File: src/rtl/uvs_pkg.sv
package uvs_pkg;

    typedef enum logic [1:0] {
        RES_NONE   = 2'b00,
        RES_OK     = 2'b01,
        RES_RETRY  = 2'b10,
        RES_CMDERR = 2'b11
    } res_e;

    typedef enum logic [2:0] {
        S_IDLE,
        S_OPCOND,
        S_SWCMD,
        S_CHKLOW,
        S_WAIT5,
        S_WAIT1,
        S_FAIL
    } seq_e;

    localparam logic [5:0]  CMD_OPCOND   = 6'd41;
    localparam logic [5:0]  CMD_VSWITCH  = 6'd11;
    localparam logic [31:0] RESP_ACCEPT  = 32'h4100_0000;
    localparam logic [31:0] R1_ERR_MASK  = 32'hFFF8_0000;
    localparam int          BIT_S18R     = 24;
    localparam int          BIT_XPC      = 28;
    localparam int          BIT_HCS      = 30;
    localparam logic [3:0]  WAIT_LONG_MS = 4'd5;
    localparam logic [3:0]  WAIT_SHORT_MS = 4'd1;

    // Voltage window bits contributed by each supply rail
    function automatic logic [23:0] rail_window(int idx);
        case (idx)
            0:       return 24'h30_0000;
            1:       return 24'h06_0000;
            2:       return 24'h00_0080;
            default: return 24'h00_0000;
        endcase
    endfunction

    function automatic logic rail_strong(logic [7:0] field, int step, int limit_ma);
        return (32'(field) * 32'(step)) > 32'(limit_ma);
    endfunction

endpackage

File: src/rtl/uvs_arg_build.sv
module uvs_arg_build
    import uvs_pkg::*;
#(
    parameter int RAILS    = 3,
    parameter int FIELD_W  = 8,
    parameter int UHS_W    = 3,
    parameter int MA_STEP  = 4,
    parameter int MA_LIMIT = 150
) (
    input  logic [UHS_W-1:0]         uhs_cap,
    input  logic [RAILS-1:0]         rail_cap,
    input  logic [RAILS*FIELD_W-1:0] max_cur,
    input  logic                     retry_pend,
    output logic [31:0]              arg,
    output logic                     s18r
);
    logic [RAILS-1:0] rail_hi;
    logic [23:0]      win_part [RAILS];

    for (genvar i = 0; i < RAILS; i++) begin : g_rail
        assign rail_hi[i]  = rail_cap[i] &&
                             rail_strong(max_cur[i*FIELD_W +: FIELD_W], MA_STEP, MA_LIMIT);
        assign win_part[i] = rail_cap[i] ? rail_window(i) : 24'h0;
    end

    always_comb begin
        logic [23:0] win;
        win = '0;
        for (int i = 0; i < RAILS; i++) win |= win_part[i];
        s18r = (|uhs_cap) && !retry_pend;
        arg  = {8'h00, win};
        arg[BIT_HCS]  = 1'b1;
        arg[BIT_XPC]  = |rail_hi;
        arg[BIT_S18R] = s18r;
    end
endmodule

File: src/rtl/uvs_ms_timer.sv
module uvs_ms_timer #(
    parameter int CYC_PER_MS = 125000,
    parameter int MS_W       = 4
) (
    input  logic            clk,
    input  logic            rst,
    input  logic            load,
    input  logic [MS_W-1:0] load_ms,
    output logic            expire
);
    localparam int TW = (CYC_PER_MS > 1) ? $clog2(CYC_PER_MS) : 1;
    localparam logic [TW-1:0] LAST = TW'(CYC_PER_MS - 1);

    logic [TW-1:0]   tick_q;
    logic [MS_W-1:0] ms_q;

    always_ff @(posedge clk) begin
        if (rst) begin
            tick_q <= '0;
            ms_q   <= '0;
        end else if (load) begin
            tick_q <= '0;
            ms_q   <= load_ms;
        end else if (ms_q != '0) begin
            if (tick_q == LAST) begin
                tick_q <= '0;
                ms_q   <= ms_q - 1'b1;
            end else begin
                tick_q <= tick_q + 1'b1;
            end
        end
    end

    assign expire = (ms_q == MS_W'(1)) && (tick_q == LAST);
endmodule

File: src/rtl/sd_vswitch_seq.sv
module sd_vswitch_seq
    import uvs_pkg::*;
#(
    parameter int CYC_PER_MS = 125000,
    parameter int MA_STEP    = 4,
    parameter int MA_LIMIT   = 150
) (
    input  logic        clk,
    input  logic        rst,
    input  logic        start,
    input  logic        spi_mode,
    input  logic [2:0]  uhs_cap,
    input  logic [2:0]  rail_cap,
    input  logic [23:0] max_cur,
    output logic        cmd_req,
    output logic [5:0]  cmd_idx,
    output logic [31:0] cmd_arg,
    input  logic        cmd_ack,
    input  logic        cmd_err,
    input  logic [31:0] cmd_resp,
    output logic        card_clk_en,
    output logic        card_pwr_en,
    output logic        sig18_en,
    input  logic        v18_good,
    input  logic [3:0]  dat_lvl,
    output logic        done,
    output logic [1:0]  status
);
    localparam int MS_W = 4;

    seq_e        state_q;
    res_e        res_q;
    logic        retry_q;
    logic        s18_sent_q;
    logic [31:0] built_arg;
    logic        built_s18r;
    logic        tmr_load;
    logic [MS_W-1:0] tmr_ms;
    logic        tmr_exp;
    logic        dat_low;
    logic        dat_high;

    assign dat_low  = (dat_lvl == 4'b0000);
    assign dat_high = (dat_lvl == 4'b1111);

    uvs_arg_build #(
        .RAILS(3), .FIELD_W(8), .UHS_W(3), .MA_STEP(MA_STEP), .MA_LIMIT(MA_LIMIT)
    ) u_arg (
        .uhs_cap(uhs_cap), .rail_cap(rail_cap), .max_cur(max_cur),
        .retry_pend(retry_q), .arg(built_arg), .s18r(built_s18r)
    );

    always_comb begin
        tmr_load = 1'b0;
        tmr_ms   = WAIT_LONG_MS;
        if (state_q == S_CHKLOW && dat_low) begin
            tmr_load = 1'b1;
        end else if (state_q == S_WAIT5 && tmr_exp && v18_good) begin
            tmr_load = 1'b1;
            tmr_ms   = WAIT_SHORT_MS;
        end
    end

    uvs_ms_timer #(.CYC_PER_MS(CYC_PER_MS), .MS_W(MS_W)) u_tmr (
        .clk(clk), .rst(rst), .load(tmr_load), .load_ms(tmr_ms), .expire(tmr_exp)
    );

    always_ff @(posedge clk) begin
        if (rst) begin
            state_q     <= S_IDLE;
            res_q       <= RES_NONE;
            retry_q     <= 1'b0;
            s18_sent_q  <= 1'b0;
            cmd_req     <= 1'b0;
            cmd_idx     <= '0;
            cmd_arg     <= '0;
            card_clk_en <= 1'b1;
            card_pwr_en <= 1'b1;
            sig18_en    <= 1'b0;
            done        <= 1'b0;
        end else begin
            done <= 1'b0;
            case (state_q)
                S_IDLE: if (start) begin
                    card_pwr_en <= 1'b1;
                    card_clk_en <= 1'b1;
                    sig18_en    <= 1'b0;
                    cmd_req     <= 1'b1;
                    cmd_idx     <= CMD_OPCOND;
                    cmd_arg     <= built_arg;
                    s18_sent_q  <= built_s18r;
                    state_q     <= S_OPCOND;
                end
                S_OPCOND: if (cmd_ack) begin
                    cmd_req <= 1'b0;
                    if (cmd_err) begin
                        done <= 1'b1; res_q <= RES_CMDERR; state_q <= S_IDLE;
                    end else if (!spi_mode && s18_sent_q &&
                                 ((cmd_resp & RESP_ACCEPT) == RESP_ACCEPT)) begin
                        cmd_req <= 1'b1;
                        cmd_idx <= CMD_VSWITCH;
                        cmd_arg <= '0;
                        state_q <= S_SWCMD;
                    end else begin
                        done <= 1'b1; res_q <= RES_OK; retry_q <= 1'b0; state_q <= S_IDLE;
                    end
                end
                S_SWCMD: if (cmd_ack) begin
                    cmd_req <= 1'b0;
                    if (cmd_err || ((cmd_resp & R1_ERR_MASK) != '0)) begin
                        done <= 1'b1; res_q <= RES_CMDERR; state_q <= S_IDLE;
                    end else begin
                        card_clk_en <= 1'b0;
                        state_q     <= S_CHKLOW;
                    end
                end
                S_CHKLOW: begin
                    if (dat_low) begin
                        sig18_en <= 1'b1;
                        state_q  <= S_WAIT5;
                    end else begin
                        state_q  <= S_FAIL;
                    end
                end
                S_WAIT5: if (tmr_exp) begin
                    if (v18_good) begin
                        card_clk_en <= 1'b1;
                        state_q     <= S_WAIT1;
                    end else begin
                        state_q     <= S_FAIL;
                    end
                end
                S_WAIT1: if (tmr_exp) begin
                    if (dat_high) begin
                        done <= 1'b1; res_q <= RES_OK; retry_q <= 1'b0; state_q <= S_IDLE;
                    end else begin
                        state_q <= S_FAIL;
                    end
                end
                S_FAIL: begin
                    card_pwr_en <= 1'b0;
                    card_clk_en <= 1'b0;
                    sig18_en    <= 1'b0;
                    retry_q     <= 1'b1;
                    done        <= 1'b1;
                    res_q       <= RES_RETRY;
                    state_q     <= S_IDLE;
                end
                default: state_q <= S_IDLE;
            endcase
        end
    end

    assign status = res_q;
endmodule

File: config.mk
export PLATFORM = sky130hd
export DESIGN_NAME = sd_vswitch_seq
export DESIGN_NICKNAME = d
export VERILOG_FILES = /design/src/rtl/uvs_pkg.sv /design/src/rtl/uvs_arg_build.sv /design/src/rtl/uvs_ms_timer.sv /design/src/rtl/sd_vswitch_seq.sv
export SDC_FILE = /design/constraint.sdc
export NUM_CORES = 1
export LEC_CHECK = 0
export BUFFER_PORTS_ARGS = -buffer_cell sky130_fd_sc_hd__buf_2
export CORE_UTILIZATION = 28
export CTS_CLUSTER_SIZE = 16
export DETAILED_ROUTE_END_ITERATION = 12
export PLACE_DENSITY_LB_ADDON = 0.3
export SYNTH_ARGS = -nofsm -noshare
export SYNTH_HDL_FRONTEND = slang
export SYNTH_HIERARCHICAL = 1
export SYNTH_SLANG_ARGS = --single-unit
File: constraint.sdc
create_clock -name clk -period 5.01 [get_ports clk]
set_input_delay 1.503 -clock clk [delete_from_list [all_inputs] [get_ports clk]]
set_output_delay 1.503 -clock clk [all_outputs]
set_load 0.05 [all_outputs]
# [Word level (Yosys, flattened, before mapping)]
# Index checks and enable logic that the tools add are counted.
[word_totals] reg_bits=71 in_bits=73 out_inout_bits=45 word_cells=153
[op_classes] n_addsub=2 magnitude_cmp=3 n_eq_ne=24 mux=70 n_bitwise=2 reduce_logical=39
[ops] op="$mux 32" count=4
[ops] op="$pmux 32 s2" count=1
[ops] op="$or 24x24->24" count=2
[ops] op="$reduce_bool 32->1" count=1
[ops] op="$gt 10x8->1 const B" count=3
[ops] op="$ne 2x2->1 const B" count=13
[ops] op="$mux 1" count=25
[ops] op="$mux 2" count=12
[ops] op="$mux 6" count=4
[ops] op="$mux 22" count=1
[ops] op="$mux 3" count=7
[ops] op="$mux 19" count=1
[ops] op="$pmux 3 s6" count=1
[ops] op="$add 17x1->17 const B" count=1
[ops] op="$eq 17x17->1 const B" count=1
[ops] op="$mux 17" count=1
[ops] op="$mux 4" count=4
[ops] op="$pmux 6 s2" count=1
[ops] op="$reduce_and 6->1" count=2
[ops] op="$reduce_bool 4->1" count=3
[ops] op="$logic_and 1x1->1" count=10
[ops] op="$reduce_and 5->1" count=2
[ops] op="$eq 3x3->1 const B" count=3
[ops] op="$pmux 1 s3" count=3
[ops] op="other kinds (23)" count=34

# [Longest topological paths before layout]
# Gate-level depths: netlist of the first run.
[depth] depth_word=8 ltp_mapped=12 ltp_nobuf=11

# [Hierarchy]
# The synthesis of the first run kept the hierarchy.
[modules_own_cells] module="sd_vswitch_seq" instances=1 cells_each=224 area_each_um2=2047.0 seq_area_each_um2=940.9
[modules_own_cells] module="uvs_ms_timer" instances=1 cells_each=135 area_each_um2=1184.9 seq_area_each_um2=420.4
[modules_own_cells] module="uvs_arg_build" instances=1 cells_each=46 area_each_um2=320.3 seq_area_each_um2=0.0

# [Least setup slack after synthesis of the first run]
# No wires, ideal clock.
[synth_timing] path_kind="input -> register" start="input port dat_lvl[0]" end="register u_tmr.ms_q[0]" setup_time_ns=0.127 t_arrival_ns=3.075 t_required_ns=4.883 setup_slack_ns=1.808 stages=5 path_buffers=1 cell_sequence="or4_1 -> o21ai_0 -> clkbuf_1 -> a2111oi_0 -> or3_1"
[synth_between] elab_chain_cells=5 word_cells_on_any_way=8 classes_between="mux: 3; reduce/logical: 5"
[synth_rtl] item="from (decl)" line="sd_vswitch_seq.sv:25" rtl="input logic [3:0] dat_lvl,"
[synth_rtl] item="$logic_not 4->1 *" line="sd_vswitch_seq.sv:43" rtl="assign dat_low = (dat_lvl == 4'b0000);"
[synth_rtl] item="$logic_and 1x1->1 *" line="sd_vswitch_seq.sv:56" rtl="if (state_q == S_CHKLOW && dat_low) begin"
[synth_rtl] item="$mux 1 *" line="sd_vswitch_seq.sv:56"
[synth_rtl] item="via tmr_load" line="sd_vswitch_seq.sv:37" rtl="logic tmr_load;"
[synth_rtl] item="$reduce_bool 2->1 (no line)"
[synth_rtl] item="$reduce_and 2->1 (no line)"
[synth_rtl] item="to (signal assigned)" line="uvs_ms_timer.sv:23" rtl="ms_q <= load_ms;"
[synth_rtl] item="to (signal assigned)" line="uvs_ms_timer.sv:27" rtl="ms_q <= ms_q - 1'b1;"
[synth_rtl] item="to (decl)" line="uvs_ms_timer.sv:15" rtl="logic [MS_W-1:0] ms_q;"
# Mark *: on every way through the listed nets, which the timed path passes. The rest lies on a longest branch.
# A chain may end at the register's enable or synchronous reset.

# [Worst setup path in the final report of the first run]
[layout_timing] start="register u_tmr.tick_q[0]" end="register u_tmr.ms_q[0]"
[layout_between] elab_chain_cells=8 word_cells_on_any_way=10 classes_between="eq/ne: 1; mux: 3; reduce/logical: 6"
[layout_rtl] item="from (decl)" line="uvs_ms_timer.sv:14" rtl="logic [TW-1:0] tick_q;"
[layout_rtl] item="from (signal assigned)" line="uvs_ms_timer.sv:29" rtl="tick_q <= tick_q + 1'b1;"
[layout_rtl] item="$eq 17x17->1 *" line="uvs_ms_timer.sv:34" rtl="assign expire = (ms_q == MS_W'(1)) && (tick_q == LAST);"
[layout_rtl] item="$logic_and 1x1->1 *" line="uvs_ms_timer.sv:34"
[layout_rtl] item="via tmr_exp" line="sd_vswitch_seq.sv:39" rtl="logic tmr_exp;"
[layout_rtl] item="$logic_and 1x1->1 * (2 in series)" line="sd_vswitch_seq.sv:58" rtl="end else if (state_q == S_WAIT5 && tmr_exp && v18_good) begin"
[layout_rtl] item="$mux 1 *" line="sd_vswitch_seq.sv:58"
[layout_rtl] item="$mux 1 *" line="sd_vswitch_seq.sv:56"
[layout_rtl] item="via tmr_load" line="sd_vswitch_seq.sv:37"
[layout_rtl] item="$reduce_bool 2->1 (no line)"
[layout_rtl] item="$reduce_and 2->1 (no line)"
# Marks and branches as above.

==> results of run 1 <==
cells in the final DEF, fill, tap and decap left out, drive strengths merged, types with 8 or more instances in the layout:
| cell type | n |
|---|---|
| nand2 | 20 |
| conb | 30 |
| dfxtp | 68 |
| o21ai | 8 |
| buf | 97 |
| clkbuf | 9 |
| inv | 13 |
| o31ai | 8 |
| nand3 | 10 |
| nor2 | 56 |
| nor4 | 11 |
| a22oi | 33 |
| a21oi | 23 |
final timing paths:
kind                                      start            end  slack [ns]  cells past startpoint
worst max register to register  u_tmr/tick_q[0]  u_tmr/ms_q[0]        1.61                     12
worst min register to register       cmd_idx[1]     cmd_idx[1]        0.46                      2
worst min-delay path                 cmd_idx[1]     cmd_idx[1]        0.46                      2
worst max-delay path            u_tmr/tick_q[0]  u_tmr/ms_q[0]        1.61                     12
per-layer routing:
| metal | vias up | part of all wire (%) | wire length, um |
|---|---|---|---|
| met5 | - | 0 | 0 |
| met4 | 0 | 1.6 | 132 |
| met3 | 8 | 5.1 | 409 |
| met2 | 66 | 50 | 4010 |
| met1 | 1486 | 44 | 3540 |
| li1 | 1576 | - | - |
flip-flops by register name (all words and copies together), names as in the netlist:
register,flops
u_tmr/ms_q,4
u_tmr/tick_q,17
sig18_en,1
s18_sent_q,1
card_pwr_en,1
card_clk_en,1
done,1
status,2
cmd_arg,32
retry_q,1
cmd_req,1
state_q,3
cmd_idx,3
cell families after synthesis:
group,count (synthesis),share of synthesized area [%]
AOI/OAI and AO/OA,101,21.3
xor gates and xnor gates,9,2.22
adders and majority gates,4,1.41
buffers and inverters,70,13.2
DFF,68,38.3
muxes,2,0.564
other,4,0.423
and+or+nand+nor,147,22.6
cell usage after synthesis (2+ instances only):
| cell type | instances | area, um^2 |
|---|---|---|
| dfxtp_1 | 68 | 1360 |
| nor2_1 | 56 | 210 |
| buf_4 | 35 | 263 |
| a22oi_1 | 29 | 218 |
| a21oi_1 | 23 | 115 |
| nand2_1 | 19 | 71.3 |
| inv_1 | 10 | 37.5 |
| nor4_1 | 10 | 62.6 |
| nand3_1 | 9 | 45.0 |
| buf_2 | 8 | 40.0 |
| clkbuf_1 | 8 | 30.0 |
| o21ai_0 | 8 | 40.0 |
| o31ai_1 | 8 | 60.1 |
| buf_6 | 7 | 78.8 |
| or4_1 | 7 | 52.6 |
| nand2b_1 | 6 | 37.5 |
| nor4b_1 | 6 | 52.6 |
| xnor2_1 | 6 | 52.6 |
| nor3_1 | 5 | 25.0 |
| a2111oi_0 | 4 | 35.0 |
| a211o_1 | 4 | 35.0 |
| a22oi_2 | 4 | 50.1 |
| conb_1 | 4 | 15.0 |
| ha_1 | 4 | 50.1 |
| nand4_1 | 4 | 25.0 |
| and4b_1 | 3 | 30.0 |
| xor2_1 | 3 | 26.3 |
| a211oi_1 | 2 | 15.0 |
| and4_1 | 2 | 17.5 |
| mux2i_1 | 2 | 20.0 |
| nand4b_1 | 2 | 17.5 |
| nor2b_1 | 2 | 12.5 |
| o21bai_1 | 2 | 15.0 |
| o41ai_1 | 2 | 17.5 |
| or3_1 | 2 | 12.5 |
worst max-delay path: cells and delay by family, from the launching register on:
kind,cells,cell delay [ns]
flops,1,0.38
fa+ha+maj,1,0.28
simple gates,9,2.30
compound gates,1,0.10
buf+inv,1,0.21
power by group:
| part | switching [mW] | internal, mW | total, mW |
|---|---|---|---|
| Sequential | 0.0235 | 0.573 | 0.596 |
| Clock | 0.254 | 0.341 | 0.595 |
| Combinational | 0.195 | 0.0836 | 0.278 |
| Total | 0.472 | 0.998 | 1.47 |
cell type report:
| cell class | count | share of cell area [%] |
|---|---|---|
| clock buffers | 9 | 5.34 |
| clock inverters | 7 | 1.39 |
| inverters | 11 | 1.01 |
| multi-input cells | 293 | 43.3 |
| flip-flops and latches | 68 | 32.3 |
| well taps | 168 | 4.98 |
| repair buffers | 97 | 11.7 |
==> results.md, run 1 <==
* Post_cts resized at 0
* Placed cells at 637
* Leak Pwr at 1.71 nW
* First-pass GRT wire length at between 10000 and 15000 um
* Max_cap viols at 0
* Layout Utilization at 34.6%
* Met2 GRT Util at 21.2%
* Multi-input gate area at 1830 um^2
* Synth Register Bits at 68
* Post-synth EDFFs at 0
* Last weighted congestion value of the routability-driven placer at ~0.82
* RSZ-0062 raised after global routing: false
* Max transition margin at 46.0%
* DRT Wirelength at 8100 um
* Cell area after layout at 4220 um^2
* Die W at 115 um
* Top Ports at 118
* IR drop worst, VDD at 0.264 mV
* Slew @ Worst Pin at between 0.8 and 0.9 ns
* Status: finished clean
* Antenna cells at 0
* Post-Route Skew at between 0.007 and 0.008 ns
* DRC at 0
* Setup TNS at 0 ns
* Final #Nets at 557
* Fill cells at 1333
* Starting Density at 29.1%
* Cell Count, Final, Fillers Out at 653
* Final Setup Violations at 0
* CTS max path bufs at 2
* F_max at about 300 MHz
* Vias in the first global route at 2886
* CP Cell Sequence: ha_1 > nand4b_1 > nor4_1 > nand3_1 > nor4b_1 > nand3_1 > or3_1 > o21ai_0 > buf_4 > nor3_1 > and3_1 > or3_1
* CP endpoint kind: flop
* Register Area at 1360 um^2
* Initial antenna violation count at 0
* TritonCTS clock tree: built
* Total CTS buffers at 9
* Mapped Avg Cell Area at 8.77 um^2
* Most used DFF post-synth: dfxtp_1
* Layout Area Growth over Synthesis at 18.8%
* Yosys warnings at 6
* Pwr/cell area at around 350 nW/um^2
* Gr ovfl total at 0
* Root buffer cell: clkbuf_16
* Via-to-Cell Ratio at around 4.8
* Dpl hpwl at 5710 um
* Worst-path clk slew at roughly 0.060 ns
* M1 GR Usage at 14.5%
* Hold WS at 0.456 ns
* Final Cycle Share at 67.8%
* Post-DRT Antenna Nets at 0
* H-tree Lvls at 3
* Clk sinks at 68
* Rows at 40
* Sequential fraction of the synthesis area at 38.3%
* Busiest grt layer: met2
* Slew Limit Fails at 0
* Slowest CP cell: nor4b_1
* Critical Path Start Type: flop
* Via count at about 3100
* Placed inst area at 3940 um^2
* Crit path DAT at 3.61 ns
* Post-CTS setup repair buffer count at 0
* Critical path data required time at 5.22 ns
* Worst setup path category: flop to flop
* Smallest setup slack after layout at between 1.5 and 2 ns
* Iteration-0 DRC count of the detailed router at 234
* Critical path fanouts, max at 13
* Minimum clock period at approximately 3.4 ns
* Mapped Cells at approximately 410
* WL/cell at between 10 and 15 um
* Cts hold-fix bufs at 0
* Largest net degree at the start of global routing at 46
* Cell Area, Synth at between 3000 and 4000 um^2
* I/O Buffers at 93
* Number of distinct library cells after synthesis at 66
* First-pass detailed-route iteration total at 4
* Worst-Skew Late Latency at 0.33 ns
* DIE HEIGHT at 115 um
* Placeable Area at around 12000 um^2
* Die footprint at 13100 um^2
* Total power draw at 1.47 mW
* Async set or reset register ratio after synthesis at 0%
* Share of post-route cells with drive strength above 1 at 27.6%
* Fin. Hold Viols at 0
* All-layer global routing usage at 12.7%
* Worst Hold Class: flop to flop
* Met3 GRT Util at 4.61%
* Max stage delay on crit path at 0.71 ns
* Pre-CTS setup slack at 1.68 ns
Note: power is estimated with default switching activity, not from simulation.
==> run 2: changes to the inputs <==
clock period = 3.2 ns   (was 5.01 ns; I/O delays follow)
==> run 2 against run 1 <==
  * Clock skew hardly changed
  * Combinational power is 60% higher
  * Register-to-register slack worse by 1.3 ns
  * First-iteration DRC count is 32% lower
  * Critical path type unchanged
  * Critical endpoint is now u_tmr/ms_q[3]
  * Largest cell class unchanged
  * Highest routed layer unchanged
==> results.md, run 2 (synthesis gave the netlist of run 1 again) <==
* Leak Pwr at 1.75 nW (+2.5%)
* Iteration-0 DRC count of the detailed router at 160 (-32%)
* Top Registers: cmd_arg (32), u_tmr/tick_q (17), u_tmr/ms_q (4)
* All-layer global routing usage at 13.1% (+0.37 points)
* Initial antenna violation count at 0 (unchanged)
* Commonest non-fill, non-tap cell in the layout: buf_2
* WL/cell at 12.8 um (+3.1%)
* Placed cells at 642 (+0.78%)
* Critical path data required time at 3.42 ns (-1.80 ns)
* CTS max path bufs at 2 (unchanged)
* IR drop worst, VDD at 0.371 mV (+41%)
* DRT Wirelength at 8410 um (+3.9%)
* Worst R2R Path Depth at 11 (-1)
* Rows at 40 (unchanged)
* RSZ-0062 raised after global routing: false
* Antenna cells at 0 (unchanged)
* Largest net degree at the start of global routing at 36 (-22%)
* Max transition margin at 46.6% (+0.57 points)
* Top Ports at 118 (unchanged)
* Last weighted congestion value of the routability-driven placer at 0.812 (-1.2%)
* NetSw at 0.755 mW (+60%)
* Critical Path Start Type: flop
* I/O Buffers at 93 (unchanged)
* H-tree Lvls at 3 (unchanged)
* Placeable Area at 12200 um^2 (unchanged)
* Starting Density at 29.1% (unchanged)
* Post-CTS setup repair buffer count at 0 (unchanged)
* Critical path fanouts, max at 5 (-8)
* Register share of total power at 38.9% (-1.7 points)
* Root buffer cell: clkbuf_16
* Clk sinks at 68 (unchanged)
* Crit path DAT at 3.15 ns (-0.46 ns)
* Internal at 1.65 mW (+65%)
* Hold Path Cell Cnt at 2 (unchanged)
* CP Cell Sequence: ha_1 > nand4b_1 > nor4_1 > nand3_1 > nor4b_2 > nand3_1 > or3_1 > o21ai_0 > buf_4 > and4b_1 > a2111oi_0
* Fill cells at 1278 (-4.1%)
* Via-to-Cell Ratio at 4.70 (-2.1%)
* Vias in the first global route at 2923 (+1.3%)
* Setup TNS at 0 ns (unchanged)
* Power share of the clock group at 42.6% (+2.1 points)
* Commonest cells after routing, fill and taps aside: 93 x buf_2, 68 x dfxtp_1, 56 x nor2_1
* Most flops, register: cmd_arg
* Dpl hpwl at 5820 um (+1.9%)
* Gr ovfl total at 0 (unchanged)
* Worst setup path category: flop to flop
* Most frequent CP cell: nand3_1
* Combinational power share at 18.5% (-0.4 points)
* Family with the most delay on the worst path: simple AND/OR/NAND/NOR gates
* Worst Hold Class: flop to flop
* Worst path bufs/invs at 1 (unchanged)
* Post_cts resized at 0 (unchanged)
* Pwr/cell area at 559 nW/um^2 (+60%)
* Post-DRT Antenna Nets at 0 (unchanged)
* Via count at 3095 (-1.3%)
* Fin. Hold Viols at 0 (unchanged)
* Cts hold-fix bufs at 0 (unchanged)
* Final #Nets at 562 (+0.90%)
* Layout Area Growth over Synthesis at 21.0%
* DRC at 0 (unchanged)
* Minimum clock period at 2.93 ns (-0.465 ns)
* Sw Ratio at 31.4% (-0.68 points)
* DIE HEIGHT at 115 um (unchanged)
* Worst-path clk slew at 0.06 ns (about the same)
* Status: finished clean
* Cell Count, Final, Fillers Out at 658 (+0.77%)
* Slew Limit Fails at 0 (unchanged)
* Post-Route Skew at 0.00730 ns (+0.0000942 ns)
* Max_cap viols at 0 (unchanged)
* First-pass GRT wire length at 13600 um (+3.2%)
* Slowest CP cell: nor4b_2
* CP endpoint kind: flop
* Share of post-route cells with drive strength above 1 at 28.6% (+0.94 points)
* Die footprint at 13100 um^2 (unchanged)
* Die W at 115 um (unchanged)
* Final Setup Violations at 0 (unchanged)
* Slew @ Worst Pin at 0.800 ns (-0.00848 ns)
* Total CTS buffers at 9 (unchanged)
* Final Cycle Share at 91.7% (+24 points)
* Max stage delay on crit path at 0.39 ns (-0.32 ns)
* TritonCTS clock tree: built
* F_max at 341 MHz (+16%)
* CP Depth at 11 (-1)
* Worst-Skew Late Latency at 0.34 ns (about the same)
* First-pass detailed-route iteration total at 4 (unchanged)
* Number of flip-flops under the largest register name at 32 (unchanged)
* Hold WS at 0.459 ns (+0.00326 ns)
==> run 2: final cells by class <==
| type | count | area [um^2] | area share (%) |
|---|---|---|---|
| well taps | 168 | 210 | 4.89 |
| repair buffers | 102 | 546 | 12.7 |
| inverters | 11 | 42.5 | 0.990 |
| flip-flops and latches | 68 | 1360 | 31.7 |
| multi-input cells | 293 | 1830 | 42.6 |
| clock inverters | 7 | 80.1 | 1.86 |
| clock buffers | 9 | 225 | 5.24 |
==> run 2: power groups by stage <==
stage / Clock, mW / Sequential, mW / Combinational, mW
after detailed placement: 0 / 0.952 / 0.446
after CTS: 1.05 / 0.934 / 0.447
final: 1.02 / 0.934 / 0.444
after floorplan: 0 / 1.09 / 0.232
after global routing: 1.08 / 0.941 / 0.480
after global placement: 0 / 0.950 / 0.441
==> run 2: worst register-to-register path, stage by stage, from the launching register on <==
cell       delay (ns)
dfxtp_1          0.37
ha_1             0.19
nand4b_1         0.10
nor4_1           0.18
nand3_1          0.13
nor4b_2          0.39
nand3_1          0.14
or3_1            0.38
o21ai_0          0.22
buf_4            0.22
and4b_1          0.18
a2111oi_0        0.32
==> run 2: path summary, 6_finish.rpt <==
check                                endpoint       startpoint  slack, ns
worst max register to register  u_tmr/ms_q[3]  u_tmr/tick_q[0]       0.27
worst min register to register     cmd_idx[1]       cmd_idx[1]       0.46
worst min-delay path               cmd_idx[1]       cmd_idx[1]       0.46
worst max-delay path            u_tmr/ms_q[3]  u_tmr/tick_q[0]       0.27
==> run 2: per-layer routing <==
layer / vias to the layer above / wire (um) / global-route usage, %
met1: 1433 / 3930 / 15.9
met4: 0 / 199 / 6.06
met2: 65 / 3970 / 21.6
met3: 14 / 314 / 3.49
li1: 1583 / - / -
met5: - / 0 / 0
==> run 2: metrics by stage <==
| step | area [um^2] | total power [mW] | worst slack, ns | utilization, % |
|---|---|---|---|---|
| floorplan | 3650 | 1.32 | 0.308 | - |
| global placement | 3990 | 1.39 | 0.189 | 32.6 |
| detailed placement | 3990 | 1.40 | 0.101 | 32.6 |
| CTS | 4290 | 2.43 | 0.119 | 35.1 |
| global route | 4300 | 2.50 | 0.0719 | 35.2 |
| finish | 4300 | 2.40 | 0.266 | 35.2 |
